$ cat config.mk
export PLATFORM = sky130hd
export DESIGN_NAME = aux_req_framer
export DESIGN_NICKNAME = d
export VERILOG_FILES = /design/src/rtl/aux_frm_pkg.sv /design/src/rtl/aux_hdr_gen.sv /design/src/rtl/aux_tx_seq.sv /design/src/rtl/aux_rx_dec.sv /design/src/rtl/aux_req_framer.sv
export SDC_FILE = /design/constraint.sdc
export NUM_CORES = 1
export LEC_CHECK = 0
export ABC_AREA = 1
export BUFFER_PORTS_ARGS = -buffer_cell sky130_fd_sc_hd__buf_2
export CORE_MARGIN = 4
export CORE_UTILIZATION = 58
export CTS_BUF_LIST = sky130_fd_sc_hd__clkbuf_8
export DETAILED_ROUTE_END_ITERATION = 16
export GPL_TIMING_DRIVEN = 0
export PLACE_DENSITY_LB_ADDON = 0.1
export REMOVE_ABC_BUFFERS = 1
export SLEW_MARGIN = 0
export SYNTH_ARGS = -nofsm -noshare
export SYNTH_HDL_FRONTEND = slang
export SYNTH_SLANG_ARGS = --single-unit
$ cat constraint.sdc
create_clock -name clk -period 3.5 [get_ports clk]
set_input_delay 0.525 -clock clk [delete_from_list [all_inputs] [get_ports clk]]
set_output_delay 0.525 -clock clk [all_outputs]
set_load 0.02 [all_outputs]
$ cat src/rtl/aux_frm_pkg.sv
// Shared constants and types for the AUX request framer.
package aux_frm_pkg;
    localparam int          ADDR_W    = 20;
    localparam int          CODE_W    = 4;
    localparam int          HDR_FULL  = 4;
    localparam int          HDR_BARE  = 3;
    localparam logic [3:0]  REPLY_ACK = 4'h0;

    typedef enum logic [0:0] {
        TX_IDLE = 1'b0,
        TX_SEND = 1'b1
    } tx_state_e;
endpackage

$ cat src/rtl/aux_hdr_gen.sv
// aux_hdr_gen: combinational descriptor decode. Builds the four header
// bytes, the header length in use, transmit and receive sizes, and the
// oversize verdict. Assumes MAX_XFER fits in CNT_W bits.
module aux_hdr_gen #(
    parameter int LEN_W    = 5,
    parameter int CNT_W    = 5,
    parameter int MAX_XFER = 20
) (
    input  logic [aux_frm_pkg::CODE_W-1:0] code,
    input  logic [aux_frm_pkg::ADDR_W-1:0] addr,
    input  logic [LEN_W-1:0]               len,
    output logic [3:0][7:0]                hdr,
    output logic [2:0]                     hdr_n,
    output logic [CNT_W-1:0]               tx_n,
    output logic [CNT_W-1:0]               rx_n,
    output logic                           is_read,
    output logic                           too_big
);
    import aux_frm_pkg::*;

    localparam int WR_LEN_MAX = MAX_XFER - HDR_FULL;
    localparam int RD_LEN_MAX = MAX_XFER - 1;

    // Header byte packing: code and top address nibble, then address bytes, then length-1.
    always_comb begin
        hdr[0] = {code, addr[19:16]};
        hdr[1] = addr[15:8];
        hdr[2] = addr[7:0];
        hdr[3] = 8'(len) - 8'd1;
        hdr_n  = (len != '0) ? 3'(HDR_FULL) : 3'(HDR_BARE);
    end

    // Size computation and limit check, split by direction.
    always_comb begin
        is_read = code[0];
        if (is_read) begin
            tx_n    = CNT_W'(hdr_n);
            rx_n    = CNT_W'(len) + CNT_W'(1);
            too_big = int'(len) > RD_LEN_MAX;
        end else begin
            tx_n    = (len != '0) ? CNT_W'(len) + CNT_W'(HDR_FULL) : CNT_W'(HDR_BARE);
            rx_n    = CNT_W'(2);
            too_big = int'(len) > WR_LEN_MAX;
        end
    end
endmodule

$ cat src/rtl/aux_tx_seq.sv
// aux_tx_seq: takes an accepted descriptor, holds its header and sizes,
// and emits the stream one byte per cycle: header bytes first, then
// payload bytes pulled from pay_data while pay_take is high. Assumes the
// payload source always has a byte ready when asked. Also keeps the
// request context that the reply decoder needs.
module aux_tx_seq #(
    parameter int LEN_W = 5,
    parameter int CNT_W = 5
) (
    input  logic             clk,
    input  logic             rst_n,
    input  logic             req_go,
    input  logic             too_big,
    input  logic [3:0][7:0]  hdr_in,
    input  logic [2:0]       hdr_n_in,
    input  logic [CNT_W-1:0] tx_n_in,
    input  logic [CNT_W-1:0] rx_n_in,
    input  logic             is_read_in,
    input  logic [LEN_W-1:0] len_in,
    input  logic [7:0]       pay_data,
    output logic             ready,
    output logic             pay_take,
    output logic             tx_valid,
    output logic [7:0]       tx_data,
    output logic             tx_last,
    output logic [CNT_W-1:0] tx_count,
    output logic             rej,
    output logic             ctx_read,
    output logic [LEN_W-1:0] ctx_len,
    output logic [CNT_W-1:0] ctx_rxn
);
    import aux_frm_pkg::*;

    tx_state_e        st;
    logic [CNT_W-1:0] idx;
    logic [3:0][7:0]  hdr_q;
    logic [2:0]       hdr_n_q;
    logic             at_end;

    // Idle indication and payload pull: payload follows the header bytes.
    always_comb begin
        ready    = (st == TX_IDLE);
        pay_take = (st == TX_SEND) && (idx >= CNT_W'(hdr_n_q));
        at_end   = (idx == tx_count - CNT_W'(1));
    end

    // Sequencer: accept or refuse a descriptor, then step through the stream.
    always_ff @(posedge clk) begin
        if (!rst_n) begin
            st       <= TX_IDLE;
            idx      <= '0;
            hdr_q    <= '0;
            hdr_n_q  <= '0;
            tx_count <= '0;
            tx_valid <= 1'b0;
            tx_data  <= '0;
            tx_last  <= 1'b0;
            rej      <= 1'b0;
            ctx_read <= 1'b0;
            ctx_len  <= '0;
            ctx_rxn  <= '0;
        end else begin
            rej      <= 1'b0;
            tx_valid <= 1'b0;
            tx_last  <= 1'b0;
            case (st)
                TX_IDLE: begin
                    if (req_go) begin
                        if (too_big) begin
                            rej <= 1'b1;
                        end else begin
                            hdr_q    <= hdr_in;
                            hdr_n_q  <= hdr_n_in;
                            tx_count <= tx_n_in;
                            idx      <= '0;
                            ctx_read <= is_read_in;
                            ctx_len  <= len_in;
                            ctx_rxn  <= rx_n_in;
                            st       <= TX_SEND;
                        end
                    end
                end
                TX_SEND: begin
                    tx_valid <= 1'b1;
                    tx_data  <= pay_take ? pay_data : hdr_q[idx[1:0]];
                    tx_last  <= at_end;
                    idx      <= idx + CNT_W'(1);
                    if (at_end) st <= TX_IDLE;
                end
                default: st <= TX_IDLE;
            endcase
        end
    end


    reject_quiet_chk: assert property (@(posedge clk) disable iff (!rst_n)
        rej |-> (!tx_valid && !pay_take));

    stream_gapless_chk: assert property (@(posedge clk) disable iff (!rst_n)
        (tx_valid && !tx_last) |=> tx_valid);

    last_in_stream_chk: assert property (@(posedge clk) disable iff (!rst_n)
        tx_last |-> tx_valid);

    no_read_payload_chk: assert property (@(posedge clk) disable iff (!rst_n)
        pay_take |-> !ctx_read);
endmodule

$ cat src/rtl/aux_rx_dec.sv
// aux_rx_dec: decodes the reply stream against the stored request
// context. First byte gives the reply code; for writes the second byte
// is the accepted count, for reads the following bytes are data,
// forwarded only on acknowledge and only up to the requested length.
// Assumes one reply per accepted request and rx_last on its final byte.
module aux_rx_dec #(
    parameter int LEN_W = 5,
    parameter int CNT_W = 5
) (
    input  logic             clk,
    input  logic             rst_n,
    input  logic             rx_valid,
    input  logic [7:0]       rx_data,
    input  logic             rx_last,
    input  logic             ctx_read,
    input  logic [LEN_W-1:0] ctx_len,
    output logic             rd_valid,
    output logic [7:0]       rd_data,
    output logic             rsp_done,
    output logic [3:0]       rsp_code,
    output logic [LEN_W-1:0] rsp_wcount,
    output logic [LEN_W-1:0] rsp_rcount
);
    import aux_frm_pkg::*;

    logic [CNT_W-1:0] ridx;
    logic [3:0]       code_q;
    logic [7:0]       wbyte_q;
    logic [LEN_W-1:0] dcnt;
    logic [3:0]       code_now;
    logic             take_data;
    logic [LEN_W-1:0] dcnt_nxt;
    logic [7:0]       wsel;
    logic [LEN_W-1:0] wclamp;

    // Current reply code and data-forwarding decision for this byte.
    always_comb begin
        code_now  = (ridx == '0) ? rx_data[7:4] : code_q;
        take_data = rx_valid && (ridx != '0) && ctx_read &&
                    (code_q == REPLY_ACK) && (dcnt < ctx_len);
        dcnt_nxt  = dcnt + LEN_W'(take_data);
    end

    // Written count: requested length when absent, else clamped reply byte.
    always_comb begin
        wsel = (ridx == CNT_W'(1)) ? rx_data : wbyte_q;
        if (ridx == '0)
            wclamp = ctx_len;
        else if (int'(wsel) > int'(ctx_len))
            wclamp = ctx_len;
        else
            wclamp = LEN_W'(wsel);
    end

    // Byte position tracking, field capture and result registers.
    always_ff @(posedge clk) begin
        if (!rst_n) begin
            ridx       <= '0;
            code_q     <= '0;
            wbyte_q    <= '0;
            dcnt       <= '0;
            rd_valid   <= 1'b0;
            rd_data    <= '0;
            rsp_done   <= 1'b0;
            rsp_code   <= '0;
            rsp_wcount <= '0;
            rsp_rcount <= '0;
        end else begin
            rd_valid <= take_data;
            rsp_done <= 1'b0;
            if (take_data) rd_data <= rx_data;
            if (rx_valid) begin
                if (ridx == '0)         code_q  <= rx_data[7:4];
                if (ridx == CNT_W'(1))  wbyte_q <= rx_data;
                if (rx_last) begin
                    ridx       <= '0;
                    dcnt       <= '0;
                    rsp_done   <= 1'b1;
                    rsp_code   <= code_now;
                    rsp_wcount <= ctx_read ? '0 : wclamp;
                    rsp_rcount <= (ctx_read && code_now == REPLY_ACK) ? dcnt_nxt : '0;
                end else begin
                    dcnt <= dcnt_nxt;
                    if (ridx != '1) ridx <= ridx + CNT_W'(1);
                end
            end
        end
    end


    ack_gate_chk: assert property (@(posedge clk) disable iff (!rst_n)
        rd_valid |-> (code_q == REPLY_ACK));

    done_after_last_chk: assert property (@(posedge clk) disable iff (!rst_n)
        rsp_done |-> $past(rx_valid && rx_last));

    wcount_clamp_chk: assert property (@(posedge clk) disable iff (!rst_n)
        rsp_done |-> (rsp_wcount <= $past(ctx_len)));

    rcount_bound_chk: assert property (@(posedge clk) disable iff (!rst_n)
        rsp_done |-> (rsp_rcount <= $past(ctx_len)));
endmodule

$ cat src/rtl/aux_req_framer.sv
// aux_req_framer: top level. Decodes the request descriptor, sequences
// the transmit stream and decodes the matching reply. Assumes a reply is
// fed only after its request has been accepted.
module aux_req_framer #(
    parameter int LEN_W    = 5,
    parameter int MAX_XFER = 20,
    localparam int CNT_W   = $clog2(MAX_XFER + 1)
) (
    input  logic             clk,
    input  logic             rst_n,
    input  logic             req_valid,
    input  logic [3:0]       req_code,
    input  logic [19:0]      req_addr,
    input  logic [LEN_W-1:0] req_len,
    output logic             req_ready,
    output logic             req_reject,
    output logic             pay_take,
    input  logic [7:0]       pay_data,
    output logic             tx_valid,
    output logic [7:0]       tx_data,
    output logic             tx_last,
    output logic [CNT_W-1:0] tx_count,
    output logic [CNT_W-1:0] rx_expect,
    input  logic             rx_valid,
    input  logic [7:0]       rx_data,
    input  logic             rx_last,
    output logic             rsp_done,
    output logic [3:0]       rsp_code,
    output logic [LEN_W-1:0] rsp_wcount,
    output logic [LEN_W-1:0] rsp_rcount,
    output logic             rd_valid,
    output logic [7:0]       rd_data
);
    logic [3:0][7:0]  hdr;
    logic [2:0]       hdr_n;
    logic [CNT_W-1:0] tx_n;
    logic [CNT_W-1:0] rx_n;
    logic             is_read;
    logic             too_big;
    logic             ctx_read;
    logic [LEN_W-1:0] ctx_len;

    aux_hdr_gen #(.LEN_W(LEN_W), .CNT_W(CNT_W), .MAX_XFER(MAX_XFER)) u_hdr (
        .code(req_code), .addr(req_addr), .len(req_len),
        .hdr(hdr), .hdr_n(hdr_n), .tx_n(tx_n), .rx_n(rx_n),
        .is_read(is_read), .too_big(too_big)
    );

    aux_tx_seq #(.LEN_W(LEN_W), .CNT_W(CNT_W)) u_tx (
        .clk(clk), .rst_n(rst_n), .req_go(req_valid), .too_big(too_big),
        .hdr_in(hdr), .hdr_n_in(hdr_n), .tx_n_in(tx_n), .rx_n_in(rx_n),
        .is_read_in(is_read), .len_in(req_len), .pay_data(pay_data),
        .ready(req_ready), .pay_take(pay_take), .tx_valid(tx_valid),
        .tx_data(tx_data), .tx_last(tx_last), .tx_count(tx_count),
        .rej(req_reject), .ctx_read(ctx_read), .ctx_len(ctx_len),
        .ctx_rxn(rx_expect)
    );

    aux_rx_dec #(.LEN_W(LEN_W), .CNT_W(CNT_W)) u_rx (
        .clk(clk), .rst_n(rst_n), .rx_valid(rx_valid), .rx_data(rx_data),
        .rx_last(rx_last), .ctx_read(ctx_read), .ctx_len(ctx_len),
        .rd_valid(rd_valid), .rd_data(rd_data), .rsp_done(rsp_done),
        .rsp_code(rsp_code), .rsp_wcount(rsp_wcount), .rsp_rcount(rsp_rcount)
    );
endmodule

==> After elaboration in Yosys (flattened, before gate mapping) <==
Index checks and enable logic that the tools add are counted.
{ "totals": {"ff_bits": 114, "latch_bits": 0, "mem_bits_rw": 0, "rom_bits": 0, "in_bits": 50, "output_inout_bits": 47, "wordCells": 93, "memories": 0} }
{ "classes": {"addsub": 7, "multipliers": 0, "div": 0, "magnitude_cmp": 6, "n_eq_ne": 5, "n_shift": 0, "n_mux": 27, "bitwise": 4, "reduce_logical": 19} }
{ "ops": {"columns": ["op", "count"], "rows": [
  ["$mux W5", 12],
  ["$mux W8", 3],
  ["$bmux W8 S2", 1],
  ["$add A5 B1 Y5 const B", 3],
  ["$gt A5 B5 Y1 const B", 2],
  ["$pmux W5 S2", 1],
  ["$reduce_and A2 Y1", 5],
  ["$reduce_bool A5 Y1", 2],
  ["$gt A8 B5 Y1", 1],
  ["$logic_not A4 Y1", 2],
  ["$mux W1", 7],
  ["$logic_and A1 B1 Y1", 6],
  ["$sub A5 B1 Y6 const B", 1],
  ["$add A5 B1 Y5", 1],
  ["$add A5 B3 Y5 const B", 1],
  ["$eq A5 B1 Y1 const B", 1],
  ["$eq A5 B5 Y1", 1],
  ["$ge A5 B3 Y1", 1],
  ["$logic_not A5 Y1", 1],
  ["$lt A5 B5 Y1", 1],
  ["$ne A5 B5 Y1 const B", 1],
  ["$sub A5 B1 Y5 const B", 1],
  ["$mux W4", 1],
  ["$ne A2 B2 Y1 const B", 2],
  ["other kinds (7)", 10]
]} }

==> Depth between registers and ports, before layout <==
Gate-level depths: netlist of run 1.
{ "depth": {"ltp_word": 7, "depth_mapped": 20, "depth_no_buf": 19} }

==> Hierarchy <==
Synthesis of run 1 repeated with hierarchy kept, for this count alone.
{ "hier_totals": {"hier_cells": 809, "area_unflattened_um2": 5989.5} }
{ "by_module_without_submodules": {"columns": ["module", "instances", "cells_each", "area_each_um2", "seq_area_each_um2"], "rows": [
  ["aux_tx_seq", 1, 410, 3054.2, 1361.3],
  ["aux_rx_dec", 1, 316, 2356.0, 920.9],
  ["aux_hdr_gen", 1, 83, 579.3, 0.0]
]} }

==> Least setup slack after synthesis of run 1 <==
OpenSTA, ideal clock, no wires.
{ "synth_timing": {"path_type": "flip-flop to flip-flop", "startpoint": "register u_rx.ridx[1]", "endpoint": "register u_rx.rsp_wcount[0]", "setup_ps": 59, "arrival_ps": 2377, "required_ps": 3441, "setup_slack_ps": 1064, "stages_incl_launch_ff": 21, "n_path_buf": 1, "period_less_slack_ps": 2436, "cell_sequence": "dfxtp_1 > inv_1 > ha_1 > inv_1 > nor2_1 > nand2_1 > buf_2 > nand2_1 > o21a_1 > inv_1 > ha_1 > nand2_1 > nor2_1 > nand2_1 > nand2_1 > nand2_1 > nor2_1 > nand2_1 > nand2_1 > nand3_1 > nand2_1"} }
{ "synth_via": {"elab_chain_cells": 6} }
{ "synth_rtl": {"columns": ["item", "line_no", "text"], "rows": [
  ["start, declared", "aux_rx_dec.sv:26", "logic [CNT_W-1:0] ridx;"],
  ["start signal, assigned", "aux_rx_dec.sv:84", "if (ridx != '1) ridx <= ridx + CNT_W'(1);"],
  ["$eq A5 B1 Y1", "aux_rx_dec.sv:46", "wsel = (ridx == CNT_W'(1)) ? rx_data : wbyte_q;"],
  ["$mux W8", null, null],
  ["named net u_rx.wsel[3]", "aux_rx_dec.sv:33", "logic [7:0] wsel;"],
  ["$gt A8 B5 Y1", "aux_rx_dec.sv:49", "else if (int'(wsel) > int'(ctx_len))"],
  ["$mux W5", "aux_rx_dec.sv:49", null],
  ["$mux W5", "aux_rx_dec.sv:47", "if (ridx == '0)"],
  ["$mux W5", "aux_rx_dec.sv:80", "rsp_wcount <= ctx_read ? '0 : wclamp;"],
  ["end signal, assigned", "aux_rx_dec.sv:80", null],
  ["end, declared", "aux_rx_dec.sv:21", "output logic [LEN_W-1:0] rsp_wcount,"]
]} }
The timed path passes the listed nets, and every way through them passes these cells.
A chain may end at the register's enable or synchronous reset.

==> Worst setup path after layout of run 1 <==
{ "layout_timing": {"startpoint": "register u_tx.idx[0]", "endpoint": "output port pay_take"} }
{ "layout_via": {"elab_chain_cells": 2} }
{ "layout_rtl": {"columns": ["item", "line_no", "text"], "rows": [
  ["start, declared", "aux_tx_seq.sv:35", "logic [CNT_W-1:0] idx;"],
  ["start signal, assigned", "aux_tx_seq.sv:87", "idx <= idx + CNT_W'(1);"],
  ["$ge A5 B3 Y1", "aux_tx_seq.sv:43", "pay_take = (st == TX_SEND) && (idx >= CNT_W'(hdr_n_q));"],
  ["$logic_and A1 B1 Y1", "aux_tx_seq.sv:43", null],
  ["end, declared", "aux_req_framer.sv:17", "output logic pay_take,"]
]} }
No other way between the ends.

==> qor.txt, run 1 <==
Final #Nets: 905
worst r2r dst: u_rx.rsp_wcount[0]
Placeable Area: 8848 um2
Sequential Power Share: 0.516
Setup Crit Path Kind: flip-flop to output pin
sequential area share after synthesis: 0.4110
vias: 4936
die area: 10840 um2
register bit count reported by yosys: 110
DP HPWL: 8626 um
most frequent cells in the layout: 163 x nand2_1, 109 x dfxtp_1, 96 x nor2_1, 96 x buf_2, 87 x inv_1
Synth Flop Type: dfxtp_1
most common cell after layout, fill and taps aside: nand2_1
Crit. End Element: output pin
leak pwr: 3.008 nW
Worst R2R Start: u_rx.ridx[1]
multi-input logic area: 2648 um2
initial antenna violation count: 0
worst-case reg-to-reg path depth: 19
hold path depth: 3
vias in the first global route: 4732
Total Routing Usage GR: 0.2276
TritonRoute pass-1 iters: 6
Num CTS Buffers: 9
WHS Endpoint: u_rx.rd_data[3]
period utilization: 0.9010
FILL cells: 783
DR iter-0 viols: 230
CTS tree: yes
DRC violations left: 0
Synth cell types: 36
critical path data required time: 2.97 ns
Setup WS post-layout: 0.3464 ns
fmax: 317.1 MHz
Max IR drop VDD: 0.2090 mV
Avg WL per Cell: 12.81 um
die extent in x: 104.1 um
layout cells sized above 1: 0.1569
Sw Share: 0.2896
GP Congestion: 0.8479
pwr/cell area: 439.1 nW/um2
min-delay worst type: primary input to flip-flop
design area: 6057 um2
Final TNS setup: 0 ns
H-tree depth: 3
Row Count: 34
clock sinks: 110
# diodes: 0
Int Pwr: 0.001890 W
register-to-register setup slack: 0.48 ns
Die H: 104.1 um
CTS clock-pin slew for the worst setup and hold paths: 0.10 ns
# port buffers: 96
Max-Cap Viols: 0
Area Overhead vs Synth: 13.05%
M1 GR Usage: 0.2681
number of setup buffers added after CTS: 0
clock tree buffer depth: 2
Syn Inst Count: 755
gr busiest metal: met2
IO Pins: 97
grt ovf: 0
Vias/cell: 5.234
Hold Violations, Final: 0
GRT met2 Usage: 0.4085
Initial Utilization: 0.6055
Detail Route Antenna Nets: 0
worst-skew pair later-pin latency: 0.36 ns
FF+latch area: 2203 um2
first-pass GRT wire length: 21020 um
Post-Syn Area: 5358 um2
Routed WL: 12080 um
status: finished clean
critical hold path startpoint: rx_data[3]
Slew HR: 0.3797
Final setup viols: 0
Syn. warnings: 0
largest net degree at the start of global routing: 57
RSZ-0062 raised after global routing: false
NetSw: 0.0007701 W
Worst EP arrival: 2.63 ns
EDFF count, synth: 0
startpoint types: flip-flop
Clock Power Share: 0.310
worst-path maximum fanout: 21
Syn Area/Cell: 7.096 um2
clock skew: 0.007396 ns
Worst Tran Pin Value: 0.9304 ns
Async SR Flop Fraction: 0
post-layout min period: 3.154 ns
GR Layer Usage met3: 0.04345
pre-CTS setup slack: -0.1320 ns
power share of the combinational group: 0.175
CTS root buf: clkbuf_8
placed inst area: 5808 um2
Slew Viols, Final: 0
CTS Hold Buffers Added: 0
[synth_stat cells (11+ instances only)]
| library cell | number | area share |
|---|---|---|
| dfxtp_1 | 110 | 0.41 |
| o21ai_0 | 61 | 0.057 |
| nand2_1 | 163 | 0.11 |
| o21ai_1 | 14 | 0.013 |
| nand3_1 | 39 | 0.036 |
| buf_2 | 12 | 0.011 |
| xor2_1 | 11 | 0.018 |
| ha_1 | 25 | 0.058 |
| o211ai_1 | 11 | 0.015 |
| inv_1 | 87 | 0.061 |
| nor2_1 | 97 | 0.068 |
| a21oi_1 | 60 | 0.056 |
| clkbuf_1 | 15 | 0.011 |
[flip-flops by register name (all words and copies together) (netlist names), 2 cells and up]
register and cells:
u_tx.hdr_q 30, u_rx.rsp_code 4, u_rx.wbyte_q 8, u_tx.ctx_rxn 5
u_rx.rsp_rcount 5, u_rx.ridx 5, u_tx.hdr_n_q 2, u_rx.rd_data 8
u_rx.dcnt 5, u_rx.code_q 4, u_tx.ctx_len 5, u_rx.rsp_wcount 5
u_tx.tx_data 8, u_tx.tx_count 5, u_tx.idx 5
[area by class of cell]
type                    instances  share of cell area
repair buffers                 97             0.08387
clock inverters                 7             0.01487
multi-input cells             520              0.4371
well taps                     108             0.02231
flip-flops and latches        110              0.3638
clock buffers                   9             0.02045
inverters                      92             0.05763
[critical path, cell delays in order, from the launching register on]
cell	delay, ns
dfxtp_2	0.57
inv_1	0.34
ha_1	0.39
inv_1	0.04
a21boi_1	0.12
o21ai_1	0.09
nand2_1	0.41
nand2_1	0.09
inv_1	0.07
buf_2	0.15
[cell families after synthesis]
group                      Yosys count  synth area share
adders and majority gates           25           0.05838
DFF                                110            0.4110
buffers and inverters              125           0.09528
AOI/OAI and AO/OA                  162            0.1637
and+or+nand+nor                    316            0.2433
muxes                                1          0.002102
xor gates and xnor gates            16           0.02616
[metal layers]
layer	vias to the layer above	share of wire
met5	-	0
met4	0	0.019
met3	22	0.053
met2	143	0.50
met1	2200	0.42
li1	2571	-
[timing repair]
action                                  CTS  global route
gates resized for setup                   1             2
pin swaps                                 0             0
cloned                                    0             0
endpoints found under the setup margin    1            13
[worst max path at each step]
stage           startpoint            to  slack, ns  depth (start not counted)
2_1_floorplan  u_tx.idx[0]      pay_take       1.03                          8
3_3_place_gp         rst_n  u_rx.ridx[0]      -0.04                          5
3_5_place_dp         rst_n  u_rx.ridx[0]      -0.13                          5
4_1_cts              rst_n  u_rx.ridx[0]       0.26                          5
5_1_grt        u_tx.idx[0]      pay_take       0.05                          9
6_report       u_tx.idx[0]      pay_take       0.35                          9
[metrics by stage]
step                total power [W]    util  hold slack, ns  cells
floorplan                  0.001706       -          0.4297    722
CTS                        0.002674  0.6807          0.3910    942
global route               0.002807  0.6845          0.3944    943
detailed placement         0.001858  0.6564          0.4342    926
global placement           0.001841  0.6564          0.4365    926
finish                     0.002660  0.6845          0.4040    943
[power groups by stage]
stage | clock (W) | sequential [W] | combinational, W
6_report | 0.000824 | 0.00137 | 0.000464
5_1_grt | 0.000892 | 0.00138 | 0.000534
4_1_cts | 0.000841 | 0.00137 | 0.000461
3_5_place_dp | 0 | 0.00140 | 0.000459
3_3_place_gp | 0 | 0.00140 | 0.000445
2_1_floorplan | 0 | 0.00142 | 0.000291
(Power assumes the default switching activity.)
==> run 2: changes to the inputs <==
--- a/config.mk
+++ b/config.mk
@@ -5,10 +5,9 @@
 export SDC_FILE = /design/constraint.sdc
 export NUM_CORES = 1
 export LEC_CHECK = 0
-export ABC_AREA = 1
 export BUFFER_PORTS_ARGS = -buffer_cell sky130_fd_sc_hd__buf_2
 export CORE_MARGIN = 4
-export CORE_UTILIZATION = 58
+export CORE_UTILIZATION = 52
 export CTS_BUF_LIST = sky130_fd_sc_hd__clkbuf_8
 export DETAILED_ROUTE_END_ITERATION = 16
 export GPL_TIMING_DRIVEN = 0
==> constraint.sdc (replaced) <==
create_clock -name clk -period 2.7 [get_ports clk]
set_input_delay 0.405 -clock clk [delete_from_list [all_inputs] [get_ports clk]]
set_output_delay 0.405 -clock clk [all_outputs]
set_load 0.02 [all_outputs]
==> qor.txt, run 2 <==
Slew Viols, Final: 0 (unchanged)
compound-gate portion of the synthesized area: 0.1670 (+0.003242)
Synth area leader: dfxtp_1
pwr/cell area: 545.6 nW/um2 (+24%)
Hold Violations, Final: 0 (unchanged)
TritonRoute pass-1 iters: 4 (-2)
DRC violations left: 0 (unchanged)
Syn Area/Cell: 8.803 um2 (+24%)
worst-skew pair later-pin latency: 0.37 ns (about the same)
Total Routing Usage GR: 0.2138 (-0.01379)
vias in the first global route: 4242 (-10%)
Post-Synth Simple-Gate Area: 0.1743 (-0.06909)
count leader, synth: dfxtp_1
Cells after DPL: 780 (-16%)
H-tree depth: 3 (unchanged)
IO Pins: 97 (unchanged)
DR iter-0 viols: 194 (-16%)
max reg flops: 30 (unchanged)
hold path depth: 3 (unchanged)
Hold WS: 0.2559 ns (-0.1481 ns)
Avg WL per Cell: 15.04 um (+17%)
first-pass GRT wire length: 19910 um (-5.3%)
CP max stage cell: dfxtp_2
most frequent cells in the layout: 106 x dfxtp_1, 100 x nand2_1, 96 x buf_2
Final setup viols: 0 (unchanged)
Syn. warnings: 0 (unchanged)
Area Overhead vs Synth: 19.13%
DP HPWL: 8489 um (-1.6%)
Setup Crit Path Kind: flip-flop to flip-flop
clock tree buffer depth: 2 (unchanged)
Max-Cap Viols: 0 (unchanged)
Final #Nets: 745 (-18%)
main combinational cell family by area after synthesis: simple AND/OR/NAND/NOR gates
clock sinks: 110 (unchanged)
Setup WS post-layout: 0.07277 ns (-0.2736 ns)
Synth top cells by count: 110 x dfxtp_1, 100 x nand2_1, 61 x a21oi_1
most common cell after layout, fill and taps aside: dfxtp_1
vias: 4411 (-11%)
Initial Utilization: 0.5309 (-0.07461)
largest net degree at the start of global routing: 44 (-23%)
Worst path max stage delay: 0.34 ns (-0.23 ns)
Worst EP arrival: 2.89 ns (+0.26 ns)
CTS root buf: clkbuf_8
Placeable Area: 9684 um2 (+9.4%)
Row Count: 36 (+5.9%)
Post-Syn Area: 5141 um2 (-4.0%)
# diodes: 0 (unchanged)
Worst Tran Pin Value: 0.8104 ns (-0.1200 ns)
Num CTS Buffers: 9 (unchanged)
status: finished clean
CTS clock-pin slew for the worst setup and hold paths: 0.10 ns (about the same)
Synth cell types: 53 (+47%)
multiplexer area fraction after synthesis: 0.09151 (+0.08940)
Detail Route Antenna Nets: 0 (unchanged)
die extent in x: 107.4 um (+3.2%)
Adder-Cell Fraction of Synth Area: 0.06084 (+0.002458)
Vias/cell: 5.459 (+4.3%)
die area: 11540 um2 (+6.5%)
Crit. End Element: flip-flop
Top reg by flops: u_tx.hdr_q
CTS Hold Buffers Added: 0 (unchanged)
Final TNS setup: 0 ns (unchanged)
critical path data required time: 2.97 ns (about the same)
initial antenna violation count: 0 (unchanged)
EDFF count, synth: 0 (unchanged)
sequential area share after synthesis: 0.4283 (+0.01731)
final non-filler cell total: 808 (-14%)
fin util: 0.6324 (-0.05210)
crit path cell chain: inv_1, ha_1, nor4b_4, buf_6, buf_6, mux2i_4, inv_1, ha_1, mux2i_2, a21o_1, nand3_1, a32o_1
share of the synthesized area in the top cell type: 0.4283 (+0.01731)
pre-CTS setup slack: -0.8177 ns (-0.6857 ns)
layout cells sized above 1: 0.2370 (+0.08015)
register bit count reported by yosys: 110 (unchanged)
CTS tree: yes
period utilization: 0.9730
Post-Synth XOR/XNOR Area: 0.02555 (-0.0006023)
worst-path maximum fanout: 6 (-71%)
clock skew: 0.01266 ns (+0.005269 ns)
fmax: 380.6 MHz
# port buffers: 96 (unchanged)
Synth Flop Type: dfxtp_1
GP Congestion: 0.7907 (-6.7%)
min-delay worst type: primary input to flip-flop
Async SR Flop Fraction: 0 (unchanged)
Syn Inst Count: 584 (-23%)
startpoint types: flip-flop
worst-case reg-to-reg path depth: 12 (-7)
grt ovf: 0 (unchanged)
Max IR drop VDD: 0.2540 mV (+22%)
leak pwr: 2.563 nW (-15%)
Routed WL: 12150 um (+0.57%)
post-layout min period: 2.627 ns
Area contributors post-synth: dfxtp_1 43%, nand2_1 7.3%, ha_1 6.1%
Slew HR: 0.4590 (+0.07927)
Die H: 107.4 um (+3.2%)
==> run 2: layout make-up <==
| cell class | count | area [um2] |
|---|---|---|
| Clock buffer | 9 | 123.9 |
| Clock inverter | 7 | 66.31 |
| Fill cell | 873 | 3560 |
| Inverter | 29 | 108.9 |
| Multi-Input combinational cell | 409 | 2824 |
| Sequential cell | 110 | 2210 |
| Tap cell | 133 | 166.4 |
| Timing Repair Buffer | 111 | 625.6 |
==> run 2: path summary, 6_finish.rpt <==
path / from / end / slack, ns
max: u_rx.ridx[1] / u_rx.rsp_wcount[1] / 0.07
min: req_addr[3] / u_tx.hdr_q[19] / 0.26
max reg2reg: u_rx.ridx[1] / u_rx.rsp_wcount[1] / 0.07
min reg2reg: u_tx.hdr_q[23] / u_tx.hdr_q[23] / 0.46
==> run 2: what timing repair did <==
| item | 4_1_cts | 5_1_grt |
|---|---|---|
| hold endpoints to repair | 0 | 0 |
| setup endpoints to repair | 18 | 8 |
| resized for setup | 10 | 21 |
| cloned | 0 | 0 |
| buffers inserted | 5 | 7 |
| pin swaps | 2 | 8 |
==> run 2: where the power goes <==
part	total [W]	switching (W)	internal, W
Sequential	0.00176	0.0000639	0.00170
Combinational	0.000606	0.000344	0.000262
Clock	0.000973	0.000548	0.000425
Total	0.00334	0.000956	0.00239
==> run 2: cells by family after synthesis <==
logic type / after synthesis
AND/OR/NAND/NOR: 196
XOR/XNOR: 15
buffers and inverters: 65
multiplexers: 37
flip-flops: 110
AO/OA/AOI/OAI: 136
adder cells (fa/ha/maj): 25
==> run 2: worst max-delay path, delay by kind of cell (launching register included) <==
| family | cells | cell delay, ns |
|---|---|---|
| multiplexers | 2 | 0.48 |
| buffers and inverters | 4 | 0.47 |
| AO/OA/AOI/OAI | 2 | 0.47 |
| adder cells (fa/ha/maj) | 2 | 0.45 |
| flip-flops | 1 | 0.34 |
| AND/OR/NAND/NOR | 2 | 0.31 |
==> run 2: layer usage <==
layer  routed length [um]  vias up  global-route usage
li1                     -     2208                   -
met1                 5357     2109              0.2618
met2                 6112       79              0.3825
met3                  526       15             0.04079
met4                  153        0             0.05951
met5                    0        -                   0
==> run 2: per-stage QoR <==
| step | power, W | instance area [um2] |
|---|---|---|
| after floorplan | 0.002127 | 4980 |
| after global placement | 0.002297 | 5627 |
| after detailed placement | 0.002325 | 5688 |
| after CTS | 0.003306 | 5952 |
| after global routing | 0.003518 | 6125 |
| final | 0.003342 | 6125 |
==> run 3: changes to the inputs <==
--- a/config.mk
+++ b/config.mk
@@ -5,7 +5,9 @@
 export SDC_FILE = /design/constraint.sdc
 export NUM_CORES = 1
 export LEC_CHECK = 0
+export ABC_AREA = 1
 export BUFFER_PORTS_ARGS = -buffer_cell sky130_fd_sc_hd__buf_2
+export CORE_ASPECT_RATIO = 0.8
 export CORE_MARGIN = 4
 export CORE_UTILIZATION = 52
 export CTS_BUF_LIST = sky130_fd_sc_hd__clkbuf_8
==> qor.txt, run 3 (synthesis results as in run 1) <==
Worst Tran Pin Value: 0.9307 ns (+0.1203 ns)
layout cells sized above 1: 0.1690 (-0.06799)
Die H: 98.79 um (-8.0%)
RSZ-0062 raised after global routing: true
Max-Cap Viols: 0 (unchanged)
Top reg by flops: u_tx.hdr_q
worst-path maximum fanout: 16 (+10)
# diodes: 0 (unchanged)
DRC violations left: 0 (unchanged)
Avg WL per Cell: 13.91 um (-7.5%)
design area: 6101 um2 (-0.39%)
fin util: 0.6194 (-0.01302)
pwr/cell area: 539.8 nW/um2 (-1.1%)
multi-input logic area: 2684 um2 (-5.0%)
leak pwr: 3.012 nW (+18%)
FILL cells: 950 (+8.8%)
fmax: 396.0 MHz (+4.0%)
Worst EP arrival: 2.12 ns (-0.77 ns)
Area Overhead vs Synth: 13.87%
Final setup viols: 0 (unchanged)
Placeable Area: 9849 um2 (+1.7%)
Crit. End Element: output pin
status: finished clean
Final #Nets: 910 (+22%)
first-pass GRT wire length: 21770 um (+9.4%)
# port buffers: 96 (unchanged)
CTS tree: yes
most frequent cells in the layout: 160 x nand2_1, 106 x dfxtp_1, 95 x buf_2
die extent in x: 121.5 um (+13%)
clock tree buffer depth: 2 (unchanged)
Sw Share: 0.3063 (+0.02032)
Int Pwr: 0.002285 W (-4.2%)
H-tree depth: 3 (unchanged)
Clock Power Share: 0.266 (-0.025)
initial antenna violation count: 0 (unchanged)
hold path depth: 3 (unchanged)
FF+latch area: 2210 um2 (unchanged)
Slew HR: 0.3761 (-0.08290)
vias in the first global route: 4613 (+8.7%)
die area: 12000 um2 (+4.0%)
largest net degree at the start of global routing: 58 (+32%)
most common cell after layout, fill and taps aside: nand2_1
post-layout min period: 2.525 ns (-0.1021 ns)
Initial Utilization: 0.5440 (+0.01307)
Hold WS: 0.2805 ns (+0.02452 ns)
TritonRoute pass-1 iters: 5 (+1)
period utilization: 0.9352 (-0.03782)
CTS root buf: clkbuf_8
worst-skew pair later-pin latency: 0.37 ns (about the same)
min-delay worst type: primary input to flip-flop
Hold Violations, Final: 0 (unchanged)
worst-case reg-to-reg path depth: 19 (+7)
Vias/cell: 5.113 (-6.3%)
Detail Route Antenna Nets: 0 (unchanged)
clock sinks: 110 (unchanged)
GP Congestion: 0.8947 (+13%)
NetSw: 0.001009 W (+5.6%)
Num CTS Buffers: 9 (unchanged)
placed inst area: 5843 um2 (+2.7%)
Setup Crit Path Kind: flip-flop to output pin
Routed WL: 13580 um (+12%)
clock skew: 0.01152 ns (-0.001142 ns)
Row Count: 32 (-11%)
power share of the combinational group: 0.194 (+0.013)
startpoint types: flip-flop
max reg flops: 30 (unchanged)
Max IR drop VDD: 0.4574 mV (+80%)
CTS clock-pin slew for the worst setup and hold paths: 0.09 ns (about the same)
critical path data required time: 2.30 ns (-0.67 ns)
grt ovf: 0 (unchanged)
DR iter-0 viols: 305 (+57%)
Total Routing Usage GR: 0.2218 (+0.008025)
vias: 4990 (+13%)
Slew Viols, Final: 0 (unchanged)
IO Pins: 97 (unchanged)
Sequential Power Share: 0.541 (+0.013)
DP HPWL: 9373 um (+10%)
==> run 3: power by group through the flow <==
stage | Sequential [W] | Combinational, W | Clock, W
6_report | 0.00178 | 0.000639 | 0.000875
5_1_grt | 0.00179 | 0.000718 | 0.000966
4_1_cts | 0.00178 | 0.000613 | 0.000901
3_5_place_dp | 0.00182 | 0.000600 | 0
3_3_place_gp | 0.00181 | 0.000580 | 0
2_1_floorplan | 0.00183 | 0.000377 | 0
==> run 3: area by class of cell <==
type                    count  area share
clock buffers              10     0.02256
flip-flops and latches    110      0.3622
well taps                 136     0.02789
repair buffers            100     0.08409
repair inverters            2    0.001641
multi-input cells         520      0.4399
inverters                  92     0.05783
clock inverters             6    0.003897
==> run 3: critical path, stage by stage, from the launching register on <==
cell	delay (ns)
dfxtp_4	0.47
clkinvlp_4	0.16
ha_1	0.28
inv_1	0.05
a21boi_1	0.05
o21ai_1	0.25
nand2_4	0.20
nand2_1	0.10
inv_1	0.04
buf_2	0.15
==> run 3: through the flow <==
step	setup slack, ns	TNS [ns]	total power [W]	std cells
5_1_grt	-0.04015	-0.04015	0.003476	976
3_5_place_dp	-0.8124	-13.19	0.002419	954
3_3_place_gp	-0.8125	-12.94	0.002393	954
6_report	0.1749	0	0.003294	976
4_1_cts	0.004317	0	0.003295	972
2_1_floorplan	0.2610	0	0.002212	722
==> run 3: path summary, 6_finish.rpt <==
check,start,end,slack [ns]
worst min-delay path,req_addr[16],u_tx.hdr_q[0],0.28
worst min register to register,u_rx.rsp_rcount[4],u_rx.rsp_rcount[4],0.45
worst max register to register,u_rx.ridx[1],u_rx.rsp_wcount[3],0.19
worst max-delay path,u_tx.idx[0],pay_take,0.17
==> run 3: layer usage <==
metal | GRT usage | vias up | part of all wire
met5 | 0 | - | 0
met1 | 0.3121 | 2267 | 0.48
li1 | - | 2575 | -
met2 | 0.3490 | 138 | 0.45
met3 | 0.05106 | 10 | 0.064
met4 | 0.04823 | 0 | 0.0082
==> run 3: timing repair <==
item	CTS	global route
hold endpoints to repair	0	0
cloned	1	1
buffers inserted	1	3
pin swaps	0	2
gates resized for setup	10	10
setup endpoints to repair	26	20
hold buffers	0	0
